`src/rtl/bb_guard_pkg.sv`:
```
package bb_guard_pkg;
  typedef enum logic [1:0] {
    CAUSE_NONE  = 2'd0,
    CAUSE_OK    = 2'd1,
    CAUSE_BOUND = 2'd2,
    CAUSE_OVF   = 2'd3
  } cause_e;

  typedef enum logic {
    CFG_BASE  = 1'b0,
    CFG_BOUND = 1'b1
  } cfg_sel_e;
endpackage

```
`src/rtl/bb_seg_regs.sv`:
```
module bb_seg_regs
  import bb_guard_pkg::*;
#(
  parameter int NUM_SEG = 4,
  parameter int PA_W    = 14,
  parameter int SEG_W   = (NUM_SEG > 1) ? $clog2(NUM_SEG) : 1
) (
  input  logic             clk_i,
  input  logic             rst_ni,
  input  logic             we_i,
  input  logic             kernel_i,
  input  logic [SEG_W-1:0] wseg_i,
  input  cfg_sel_e         wsel_i,
  input  logic [PA_W-1:0]  wdata_i,
  input  logic [SEG_W-1:0] rseg_i,
  output logic [PA_W-1:0]  rd_base_o,
  output logic [PA_W-1:0]  rd_bound_o,
  output logic             priv_fault_o
);
  logic [NUM_SEG-1:0][PA_W-1:0] base_q;
  logic [NUM_SEG-1:0][PA_W-1:0] bound_q;
  logic wr_ok;

  assign wr_ok = we_i && kernel_i;

  for (genvar g = 0; g < NUM_SEG; g++) begin : g_seg
    always_ff @(posedge clk_i or negedge rst_ni) begin
      if (!rst_ni) begin
        base_q[g]  <= '0;
        bound_q[g] <= '0;
      end else if (wr_ok && wseg_i == SEG_W'(g)) begin
        if (wsel_i == CFG_BASE) base_q[g]  <= wdata_i;
        else                    bound_q[g] <= wdata_i;
      end
    end
  end

  always_comb begin
    rd_base_o  = '0;
    rd_bound_o = '0;
    for (int i = 0; i < NUM_SEG; i++) begin
      if (rseg_i == SEG_W'(i)) begin
        rd_base_o  = base_q[i];
        rd_bound_o = bound_q[i];
      end
    end
  end

  always_ff @(posedge clk_i or negedge rst_ni) begin
    if (!rst_ni) priv_fault_o <= 1'b0;
    else         priv_fault_o <= we_i && !kernel_i;
  end

  a_r6_user_write_blocked: assert property (@(posedge clk_i) disable iff (!rst_ni)
    (we_i && !kernel_i) |=> ($stable(base_q) && $stable(bound_q)));

  a_r6_priv_pulse: assert property (@(posedge clk_i) disable iff (!rst_ni)
    (we_i && !kernel_i) |=> priv_fault_o);

  a_r6_priv_quiet: assert property (@(posedge clk_i) disable iff (!rst_ni)
    !(we_i && !kernel_i) |=> !priv_fault_o);

  a_r2_idle_regs_hold: assert property (@(posedge clk_i) disable iff (!rst_ni)
    !we_i |=> ($stable(base_q) && $stable(bound_q)));
endmodule

```
`src/rtl/bb_xlate.sv`:
```
module bb_xlate
  import bb_guard_pkg::*;
#(
  parameter int VA_W = 12,
  parameter int PA_W = 14
) (
  input  logic [VA_W-1:0] vaddr_i,
  input  logic            kernel_i,
  input  logic [PA_W-1:0] base_i,
  input  logic [PA_W-1:0] bound_i,
  output logic [PA_W-1:0] paddr_o,
  output cause_e          cause_o
);
  localparam int SUM_W = PA_W + 1;

  logic [PA_W-1:0]  off_ext;
  logic [SUM_W-1:0] sum;
  logic             out_of_seg;

  assign off_ext    = PA_W'(vaddr_i);
  assign sum        = {1'b0, base_i} + {1'b0, off_ext};
  assign out_of_seg = off_ext >= bound_i;

  always_comb begin
    if (kernel_i) begin
      paddr_o = off_ext;
      cause_o = CAUSE_OK;
    end else if (out_of_seg) begin
      paddr_o = '0;
      cause_o = CAUSE_BOUND;
    end else if (sum[PA_W]) begin
      paddr_o = '0;
      cause_o = CAUSE_OVF;
    end else begin
      paddr_o = sum[PA_W-1:0];
      cause_o = CAUSE_OK;
    end
  end
endmodule

```
`src/rtl/bb_guard.sv`:
```
module bb_guard
  import bb_guard_pkg::*;
#(
  parameter int VA_W    = 12,
  parameter int PA_W    = 14,
  parameter int NUM_SEG = 4,
  parameter int SEG_W   = (NUM_SEG > 1) ? $clog2(NUM_SEG) : 1
) (
  input  logic             clk_i,
  input  logic             rst_ni,
  input  logic             req_valid_i,
  input  logic [VA_W-1:0]  req_vaddr_i,
  input  logic [SEG_W-1:0] req_seg_i,
  input  logic             req_kernel_i,
  input  logic             cfg_we_i,
  input  logic [SEG_W-1:0] cfg_seg_i,
  input  logic             cfg_sel_i,
  input  logic [PA_W-1:0]  cfg_wdata_i,
  input  logic             cfg_kernel_i,
  output logic             rsp_valid_o,
  output logic             rsp_fault_o,
  output logic [1:0]       rsp_cause_o,
  output logic [PA_W-1:0]  rsp_paddr_o,
  output logic             priv_fault_o
);
  logic [PA_W-1:0] sel_base, sel_bound, x_paddr;
  cause_e          x_cause;
  logic            x_ok;

  bb_seg_regs #(.NUM_SEG(NUM_SEG), .PA_W(PA_W), .SEG_W(SEG_W)) u_regs (
    .clk_i        (clk_i),
    .rst_ni       (rst_ni),
    .we_i         (cfg_we_i),
    .kernel_i     (cfg_kernel_i),
    .wseg_i       (cfg_seg_i),
    .wsel_i       (cfg_sel_e'(cfg_sel_i)),
    .wdata_i      (cfg_wdata_i),
    .rseg_i       (req_seg_i),
    .rd_base_o    (sel_base),
    .rd_bound_o   (sel_bound),
    .priv_fault_o (priv_fault_o)
  );

  bb_xlate #(.VA_W(VA_W), .PA_W(PA_W)) u_xlate (
    .vaddr_i  (req_vaddr_i),
    .kernel_i (req_kernel_i),
    .base_i   (sel_base),
    .bound_i  (sel_bound),
    .paddr_o  (x_paddr),
    .cause_o  (x_cause)
  );

  assign x_ok = (x_cause == CAUSE_OK);

  always_ff @(posedge clk_i or negedge rst_ni) begin
    if (!rst_ni) begin
      rsp_valid_o <= 1'b0;
      rsp_fault_o <= 1'b0;
      rsp_cause_o <= CAUSE_NONE;
      rsp_paddr_o <= '0;
    end else begin
      rsp_valid_o <= req_valid_i && x_ok;
      rsp_fault_o <= req_valid_i && !x_ok;
      rsp_cause_o <= req_valid_i ? x_cause : CAUSE_NONE;
      rsp_paddr_o <= (req_valid_i && x_ok) ? x_paddr : '0;
    end
  end

  a_r1_one_answer: assert property (@(posedge clk_i) disable iff (!rst_ni)
    req_valid_i |=> (rsp_valid_o != rsp_fault_o));

  a_r9_idle_quiet: assert property (@(posedge clk_i) disable iff (!rst_ni)
    !req_valid_i |=> (!rsp_valid_o && !rsp_fault_o && rsp_cause_o == 2'd0));

  a_r3_fault_no_addr: assert property (@(posedge clk_i) disable iff (!rst_ni)
    rsp_fault_o |-> (rsp_paddr_o == '0 && rsp_cause_o >= 2'd2));

  a_r5_kernel_pass: assert property (@(posedge clk_i) disable iff (!rst_ni)
    (req_valid_i && req_kernel_i) |=>
      (rsp_valid_o && rsp_paddr_o == PA_W'($past(req_vaddr_i))));

  a_r4_no_overflow: assert property (@(posedge clk_i) disable iff (!rst_ni)
    (req_valid_i && !req_kernel_i) |=>
      (!rsp_valid_o || rsp_paddr_o >= PA_W'($past(req_vaddr_i))));
endmodule

```
`config.mk`:
```
export PLATFORM = sky130hd
export DESIGN_NAME = bb_guard
export DESIGN_NICKNAME = d
export VERILOG_FILES = /design/src/rtl/bb_guard_pkg.sv /design/src/rtl/bb_seg_regs.sv /design/src/rtl/bb_xlate.sv /design/src/rtl/bb_guard.sv
export SDC_FILE = /design/constraint.sdc
export NUM_CORES = 1
export LEC_CHECK = 0
export BUFFER_PORTS_ARGS = -buffer_cell sky130_fd_sc_hd__buf_2
export CAP_MARGIN = 25
export CORE_MARGIN = 2
export CORE_UTILIZATION = 50
export DETAILED_ROUTE_END_ITERATION = 12
export HOLD_SLACK_MARGIN = 0.08
export PLACE_DENSITY = 0.69
export SYNTH_ARGS = -nofsm -noshare
export SYNTH_HDL_FRONTEND = slang
export SYNTH_HIERARCHICAL = 1
export SYNTH_SLANG_ARGS = --single-unit
```
`constraint.sdc`:
```
create_clock -name clk_i -period 3.8 [get_ports clk_i]
set_clock_uncertainty 0.05 [all_clocks]
set_input_delay 0.19 -clock clk_i [delete_from_list [all_inputs] [get_ports clk_i]]
set_output_delay 0.19 -clock clk_i [all_outputs]
set_load 0.02 [all_outputs]
```
== Word-level counts from Yosys, hierarchy flattened ==
Index checks and enable logic that the tools add are counted.

* Register bits: 131
* Input bits: 37
* Word-level logic and storage cells: 59

* $add $sub $neg: 1
* Magnitude comparators: 1
* Eq/ne operators: 7
* Muxes and demuxes: 16
* Bitwise logic cells: 1
* Reductions and logical operators: 20

{| class="wikitable"
|+ Operators with widths
! kind !! number
|-
| $mux 14 || 12
|-
| $reduce_and 2->1 || 8
|-
| $add 14x12->15 || 1
|-
| $ge 12x14->1 || 1
|-
| $eq 2x2->1 const B || 4
|-
| $logic_and 1x1->1 || 8
|-
| $mux 2 || 4
|-
| $eq 2x1->1 const B || 3
|-
| $logic_not 2->1 || 2
|-
| $logic_not 1->1 || 2
|-
| $not 1->1 || 1
|}

== Longest topological paths before layout ==
Gate-level depths: netlist of run 1.

* Depth in word-level cells: 12
* Mapped depth: 15
* Depth with buffers taken out: 12

== By module ==
Netlist of run 1, hierarchy kept.

{| class="wikitable"
|+ Modules (own cells, without submodules)
! module !! instances !! cells an instance !! area an instance (µm²) !! sequential area each (µm²)
|-
| bb_seg_regs || 1 || 283 || 4878.4 || 2827.7
|-
| bb_xlate || 1 || 147 || 1092.3 || 0.0
|-
| bb_guard || 1 || 39 || 606.8 || 450.4
|}

== Least setup slack after synthesis of run 1 ==
No wires, ideal clock.

* Path kind: input port to flip-flop
* From: in req_seg_i[1]
* To: reg rsp_valid_o
* Arrival time: 3099 ps
* Slack: 531 ps
* Stages on the path: 15
* Path buffers: 3
* Path through: clkbuf_1 -> clkbuf_1 -> mux4_2 -> ha_1 -> inv_1 -> fa_1 -> nand2b_1 -> a21oi_1 -> o21ai_2 -> a31oi_2 -> nor2_1 -> nor2_1 -> nor2b_4 -> buf_6 -> and2_2

* Cells in the longest elaborated chain, start to end: 11
* Elaborated cells between the ends (all ways): 19

{| class="wikitable"
|+ RTL lines
! item !! line !! RTL
|-
| start, declared || bb_guard.sv:13 || <nowiki>input logic [SEG_W-1:0] req_seg_i,</nowiki>
|-
| $logic_not 2->1 || bb_seg_regs.sv:42 || <nowiki>if (rseg_i == SEG_W'(i)) begin</nowiki>
|-
| $mux 14 (3 in series) || bb_seg_regs.sv:42 ||
|-
| $mux 14 (*) || bb_seg_regs.sv:42 ||
|-
| named net sel_base[0] || bb_guard.sv:26 || <nowiki>logic [PA_W-1:0] sel_base, sel_bound, x_paddr;</nowiki>
|-
| $add 14x12->15 (*) || bb_xlate.sv:21 || <nowiki>assign sum = {1'b0, base_i} + {1'b0, off_ext};</nowiki>
|-
| $mux 2 (*) || bb_xlate.sv:31 || <nowiki>end else if (sum[PA_W]) begin</nowiki>
|-
| $mux 2 (*) || bb_xlate.sv:28 || <nowiki>end else if (out_of_seg) begin</nowiki>
|-
| $mux 2 (*) || bb_xlate.sv:25 || <nowiki>if (kernel_i) begin</nowiki>
|-
| named net x_cause[1] || bb_guard.sv:27 || <nowiki>cause_e x_cause;</nowiki>
|-
| $eq 2x1->1 (*) || bb_guard.sv:53 || <nowiki>assign x_ok = (x_cause == CAUSE_OK);</nowiki>
|-
| $logic_and 1x1->1 (*) || bb_guard.sv:62 || <nowiki>rsp_valid_o <= req_valid_i && x_ok;</nowiki>
|-
| end signal, assigned || bb_guard.sv:62 ||
|-
| end, declared || bb_guard.sv:20 || <nowiki>output logic rsp_valid_o,</nowiki>
|}

Mark *: on every way through the listed nets, which the timed path passes. The rest lies on a longest branch.
A chain may end at the register's enable or synchronous reset.

== Worst setup path in the final report of run 1 ==
* From: reg u_regs/base_q[43] (netlist bit)
* To: reg rsp_paddr_o[11]

* Elaborated cells between the ends (all ways): 11

{| class="wikitable"
|+ RTL lines
! item !! line !! RTL
|-
| start, declared || bb_seg_regs.sv:20 || <nowiki>logic [NUM_SEG-1:0][PA_W-1:0] base_q;</nowiki>
|-
| start signal, assigned by index || bb_seg_regs.sv:32 || <nowiki>if (wsel_i == CFG_BASE) base_q[g] <= wdata_i;</nowiki>
|-
| $mux 14 || bb_seg_regs.sv:42 ||
|-
| named net sel_base[1] || bb_guard.sv:26 ||
|-
| $add 14x12->15 || bb_xlate.sv:21 ||
|-
| $mux 14 || bb_xlate.sv:31 ||
|-
| $mux 14 || bb_xlate.sv:28 ||
|-
| $mux 14 || bb_xlate.sv:25 ||
|-
| named net x_paddr[11] || bb_guard.sv:26 ||
|-
| $mux 14 || bb_guard.sv:65 || <nowiki>rsp_paddr_o <= (req_valid_i && x_ok) ? x_paddr : '0;</nowiki>
|-
| end signal, assigned || bb_guard.sv:65 ||
|-
| end, declared || bb_guard.sv:23 || <nowiki>output logic [PA_W-1:0] rsp_paddr_o,</nowiki>
|}

The timed path passes the listed nets, and every way through them passes these cells.

==> impl_metrics.yaml, run 1 <==
logic_synthesis:
  synth_top_cell_by_area: "dfrtp_1"
  mappedNetlistArea_um2: 6578
  postSynthAreaPerCell_um2: 14.02
  async_reset_ff_frac: 1.000
  synthesis.nets: 531
  synth_top_family_by_area: "multiplexers"
  synthAdderAreaFrac: 0.04870
  synth_top_area_share: 0.4984
  synth_edf_count: 0
  synth_area_leaders: "dfrtp_1, mux2_2, mux4_2"
  synth_flop_cell: "dfrtp_1"
  synthXorXnorAreaFrac: 0.01198
  synth_seq_cells: 131
  synth_compound_area_frac: 0.06563
  ys_warn_count: 6
  synth_seq_area_share: 0.4984
  synthCells: 469
  synth.area.mux_share: 0.2876
  ys_types: 52
  yosys.area_share.simple: 0.05935
hold_path:
  hold_class: "input pin to flop"
  hold_end: "u_regs/base_q[35]"
  hold_start: "cfg_wdata_i[7]"
  holdPathStages: 2
detailed_routing:
  first_pass_iters: 4
  drt_iter0_drc: 271
  ant_nets: 0
  drc_errors: 0
  drt_wl_total_um: 13940
  wl_per_cell_um: 19.18
  via_per_inst: 5.674
  route.vias.total: 4125
pwr:
  ir_drop_mv: 0.3369
  power_per_cell_area_nw_per_um2: 593.3
  p_leak_nw: 3.543
die:
  rows: 41
  die_y_um: 118.7
  die_w_um: 118.7
  core_um2: 12720
  ioPinCount: 56
  dieArea_um2: 14090
  initial_utilization: 0.5170
final_layout:
  drive_gt1_frac: 0.4541
  diodes: 0
  layout.nets: 605
  fin_util: 0.6075
  final_cell_mix: "dfrtp_1, mux2_2, buf_2"
  layout_commonest_cell: "dfrtp_1"
  areaGrowthSynthToFinish_pct: 17.50
  n_fill_cell: 1008
timing:
  finalSetupViolations: 0
  worst_slew_pin_slew_ns: 1.021
  drv_slew: 0
  grt_setup_unrepaired: "false"
  finalHoldViolations: 0
  max_slew_margin: 0.3183
  min_period_over_period: 0.8112
  fmax_mhz: 324.4
  setup_tns_ns: 0
  fin_crit_ns: 3.083
setup_path:
  worst_ep_arrival_time_ns: 3.33
  required_ns: 4.05
  reg2reg_slack_ns: 0.72
  cp-start-kind: "flop"
  timing.rr.start: "u_regs/base_q[43]"
  reg2reg_to: "rsp_paddr_o[11]"
  worstRegToRegCells: 9
  crit_path_end_kind: "flop"
  path_max_fanout: 3
  criticalPathCategory: "flop to flop"
placement:
  place_congestion: 0.8295
  port_buffers: 55
  dp_hpwl_um: 9866
cts:
  cts_sinks: 131
  clkLatencyLatePin_ns: 0.42
  htree_levels: 4
  postCtsResizedCells: 0
  post_cts_buffers: 0
  cts_root_buf: "clkbuf_16"
  cts_tree: "done"
  numCtsBuffers: 17
  clk_pin_slew_worst_paths_ns: 0.05
  ctsHoldBuffers: 13
  clk_path_buf_depth: 2
global_route:
  use_met3: 0.04054
  global_route.usage.met1: 0.3021
  grt_usage: 0.2135
  top_usage_layer: "met2"
  grt_pass1_wl_um: 22940
  grt_max_degree: 73
  antenna_found_initial: 0
  use_met2: 0.3269
  globalRouteOverflowTotal: 0
  grt_pass1_vias: 4317
run_status:
  status: "completed"
flow_run:
  cap_violations: 0
## worst max-delay path, stage by stage (launching register included)
cell and delay, ns:
dfrtp_1 0.38, mux4_2 0.53, ha_1 0.33, a211oi_2 0.25, o21bai_1 0.16, o41ai_2 0.38, a21boi_1 0.14, or3_1 0.32
a32o_1 0.24, and3_2 0.18
## final cells by class
cell class	instances	area, um2	share of cell area
Clock inverter	10	108.9	0.01408
Inverter	18	67.56	0.008742
Sequential cell	131	3278	0.4242
Tap cell	172	215.2	0.02785
Clock buffer	21	460.4	0.05958
Timing Repair Buffer	75	473.0	0.06119
Multi-Input combinational cell	300	3126	0.4044
## worst max path at each step
stage	startpoint	end	slack, ns	cells after the start
2_1_floorplan	req_seg_i[1]	rsp_valid_o	0.53	15
3_3_place_gp	req_seg_i[0]	rsp_paddr_o[11]	0.52	10
3_5_place_dp	req_seg_i[0]	rsp_paddr_o[2]	0.44	11
4_1_cts	u_regs/bound_q[42]	rsp_paddr_o[2]	0.76	9
6_report	u_regs/base_q[43]	rsp_paddr_o[11]	0.72	9
5_1_grt	u_regs/base_q[43]	rsp_paddr_o[11]	0.59	9
## sequential cells by signal, summed over array words and instances, names as in the netlist
name and cells:
u_regs/base_q 56, rsp_fault_o 1, rsp_paddr_o 14, u_regs/priv_fault_o 1, rsp_cause_o 2, rsp_valid_o 1, u_regs/bound_q 56
## layer usage
layer / part of all wire / vias up
li1: - / 1892
met1: 0.47 / 2118
met5: 0 / -
met4: 0.017 / 0
met2: 0.47 / 94
met3: 0.045 / 21
## power by group
part           internal [mW]  switching [mW]
Clock                  0.989           0.579
Sequential              1.70           0.141
Combinational          0.622           0.550
## stage by stage
stage	hold slack, ns	power (mW)	area [um2]	setup WS, ns	cells
finish	0.09623	4.585	7729	0.7173	727
global route	0.09861	4.840	7729	0.5895	727
CTS	0.08039	4.619	7729	0.7609	727
detailed placement	0.3337	3.027	7029	0.4426	683
global placement	0.3044	2.986	7029	0.5156	683
floorplan	-0.1556	2.714	6578	0.5306	469
## Yosys cell counts (all sizes together), types with 9 or more instances
| master | number |
|---|---|
| dfrtp | 131 |
| mux2 | 112 |
| mux4 | 28 |
| ha | 24 |
| inv | 17 |
| buf | 15 |
| a21oi | 14 |
| and3 | 14 |
| nor2 | 13 |
| nand2 | 12 |
| o21ai | 10 |
| a22o | 9 |
## kinds of logic after synthesis
group / Yosys count
multiplexers: 140
flip-flops: 131
AND/OR/NAND/NOR: 68
AO/OA/AOI/OAI: 58
buffers and inverters: 38
adder cells (fa/ha/maj): 25
XOR/XNOR: 9
Note: power is estimated with default switching activity, not from simulation.
==> inputs of run 2 (changes only) <==
PLACE_DENSITY = 0.71   (was 0.69)
clock period = 2.8 ns   (was 3.8 ns; I/O delays follow)
==> run 2 against run 1 <==
Against the previous run:
- power grew 46%
- clock-buffer cell count increased by 3
- global-route usage is 0.56 points higher
- combinational power rose by 63%
- largest power group unchanged
- clock power rose by 45%
- critical path type unchanged
- final cell count increased by 6.9%
- routed wire length grew 4.7%
- critical path depth stayed put
- highest routed layer unchanged
- the run now ends with negative setup slack left
==> impl_metrics.yaml, run 2 (synthesis gave the netlist of run 1 again) <==
cts:
  clk_path_buf_depth: 2
  clkLatencyLatePin_ns: 0.42
  cts_sinks: 131
  htree_levels: 4
  clk_pin_slew_worst_paths_ns: 0.05
  cts_root_buf: "clkbuf_16"
  cts_tree: "done"
  numCtsBuffers: 17
placement:
  port_buffers: 55
  dpl-instance-area_um2: 7390
  place_inst: 723
  place_congestion: 0.8242
  dp_hpwl_um: 10020
  pre_cts_ws_ns: -0.2268
setup_path:
  path_max_fanout: 3
  timing.rr.start: "u_regs/base_q[43]"
  worst_ep_arrival_time_ns: 3.13
  cp-start-kind: "flop"
  crit_path_end_kind: "flop"
  critPathLaunch: "u_regs/base_q[43]"
  required_ns: 3.06
  criticalPathCategory: "flop to flop"
timing:
  fmax_mhz: 348.3
  fin_ws_ns: -0.07079
  finalSetupViolations: 1
  min_period_over_period: 1.025
  max_slew_margin: 0.4455
  worst_slew_pin_slew_ns: 0.8318
  fin_crit_ns: 2.871
  setup_tns_ns: -0.07079
  timing.hold.ws_ns: 0.1093
  drv_slew: 0
  grt_setup_unrepaired: "true"
  finalHoldViolations: 0
detailed_routing:
  route.vias.total: 4306
  first_pass_iters: 4
  drc_errors: 0
  drt_iter0_drc: 311
  drt_wl_total_um: 14600
  wl_per_cell_um: 18.79
  via_per_inst: 5.542
  ant_nets: 0
final_layout:
  n_fill_cell: 960
  final_cell_mix: "dfrtp_1, mux2_2, buf_2"
  register_area_um2: 3278
  layout.nets: 654
  drive_gt1_frac: 0.5041
  final_cell_area_um2: 8335
  areaGrowthSynthToFinish_pct: 26.73
  fin_util: 0.6552
  layout_commonest_cell: "dfrtp_1"
  multi_input_area_um2: 3249
  diodes: 0
  stdcell_count: 777
  largestRegisters: "u_regs/base_q: 56 flops, u_regs/bound_q: 56 flops, rsp_paddr_o: 14 flops"
pwr:
  power_per_cell_area_nw_per_um2: 801.0
  p_leak_nw: 3.839
  total_power_mw: 6.676
  ir_drop_mv: 0.4196
hold_path:
  hold_start: "req_vaddr_i[8]"
  hold_class: "input pin to flop"
global_route:
  antenna_found_initial: 0
  grt_pass1_vias: 4533
  globalRouteOverflowTotal: 0
  grt_max_degree: 90
  grt_pass1_wl_um: 23490
  grt_usage: 0.2190
run_status:
  violations: "negative setup slack"
  status: "finished, violations left"
die:
  die_y_um: 118.7
  die_w_um: 118.7
  core_um2: 12720
  dieArea_um2: 14090
  initial_utilization: 0.5170
  rows: 41
  ioPinCount: 56
flow_run:
  cap_violations: 0
==> run 2: cell types whose count changed in the layout (fill, tap and decap cells not counted), moves of 4 or more <==
cell           before  now
buf_12              1    5
buf_4               7   43
buf_6               0    4
dlygate4sd3_1      13   18
ha_1               24   19
ha_4                0    4
==> run 2: worst paths after layout <==
path | end | slack [ns] | depth (start not counted)
max reg2reg | rsp_paddr_o[11] | -0.07 | 9
min | rsp_paddr_o[8] | 0.11 | 3
min reg2reg | u_regs/bound_q[40] | 0.45 | 1
max | rsp_paddr_o[11] | -0.07 | 9
max in group asynchronous | u_regs/bound_q[7] | 1.65 | 3
min in group asynchronous | rsp_paddr_o[1] | 0.20 | 2
==> run 2: final cells by class <==
class                           count  share of cell area
Clock buffer                       24             0.05779
Sequential cell                   131              0.3933
Tap cell                          172             0.02582
Clock inverter                      8             0.01501
Timing Repair Buffer              124              0.1102
Inverter                           18            0.008106
Multi-Input combinational cell    300              0.3898
==> run 2: critical path: stages (launching register included) <==
cell	delay, ns
dfrtp_1	0.38
mux4_2	0.51
ha_4	0.24
a211oi_2	0.26
o21bai_2	0.15
o41ai_4	0.32
a21boi_1	0.13
or3_1	0.31
a32o_1	0.25
and3_4	0.16
==> run 2: power breakdown <==
group	internal (mW)	switching (mW)	total [mW]	leakage, nW
Combinational	1.06	0.847	1.91	1.92
Clock	1.47	0.797	2.27	0.294
Sequential	2.31	0.189	2.50	1.63
==> run 2: what timing repair did <==
| action | 4_1_cts | 5_1_grt |
|---|---|---|
| resized for setup | 3 | 21 |
| gates cloned | 0 | 1 |
| hold buffers | 18 | 0 |
| setup buffers | 2 | 1 |
| hold endpoints to repair | 171 | 0 |
| setup endpoints to repair | 9 | 16 |
| pin swaps | 3 | 12 |
==> run 2: layer usage <==
metal	GRT usage	up-vias	wire [um]
met1	0.2843	2196	6474
met3	0.05019	17	576
met4	0.07143	0	211
met5	0	-	0
met2	0.3642	95	7333
li1	-	1998	-
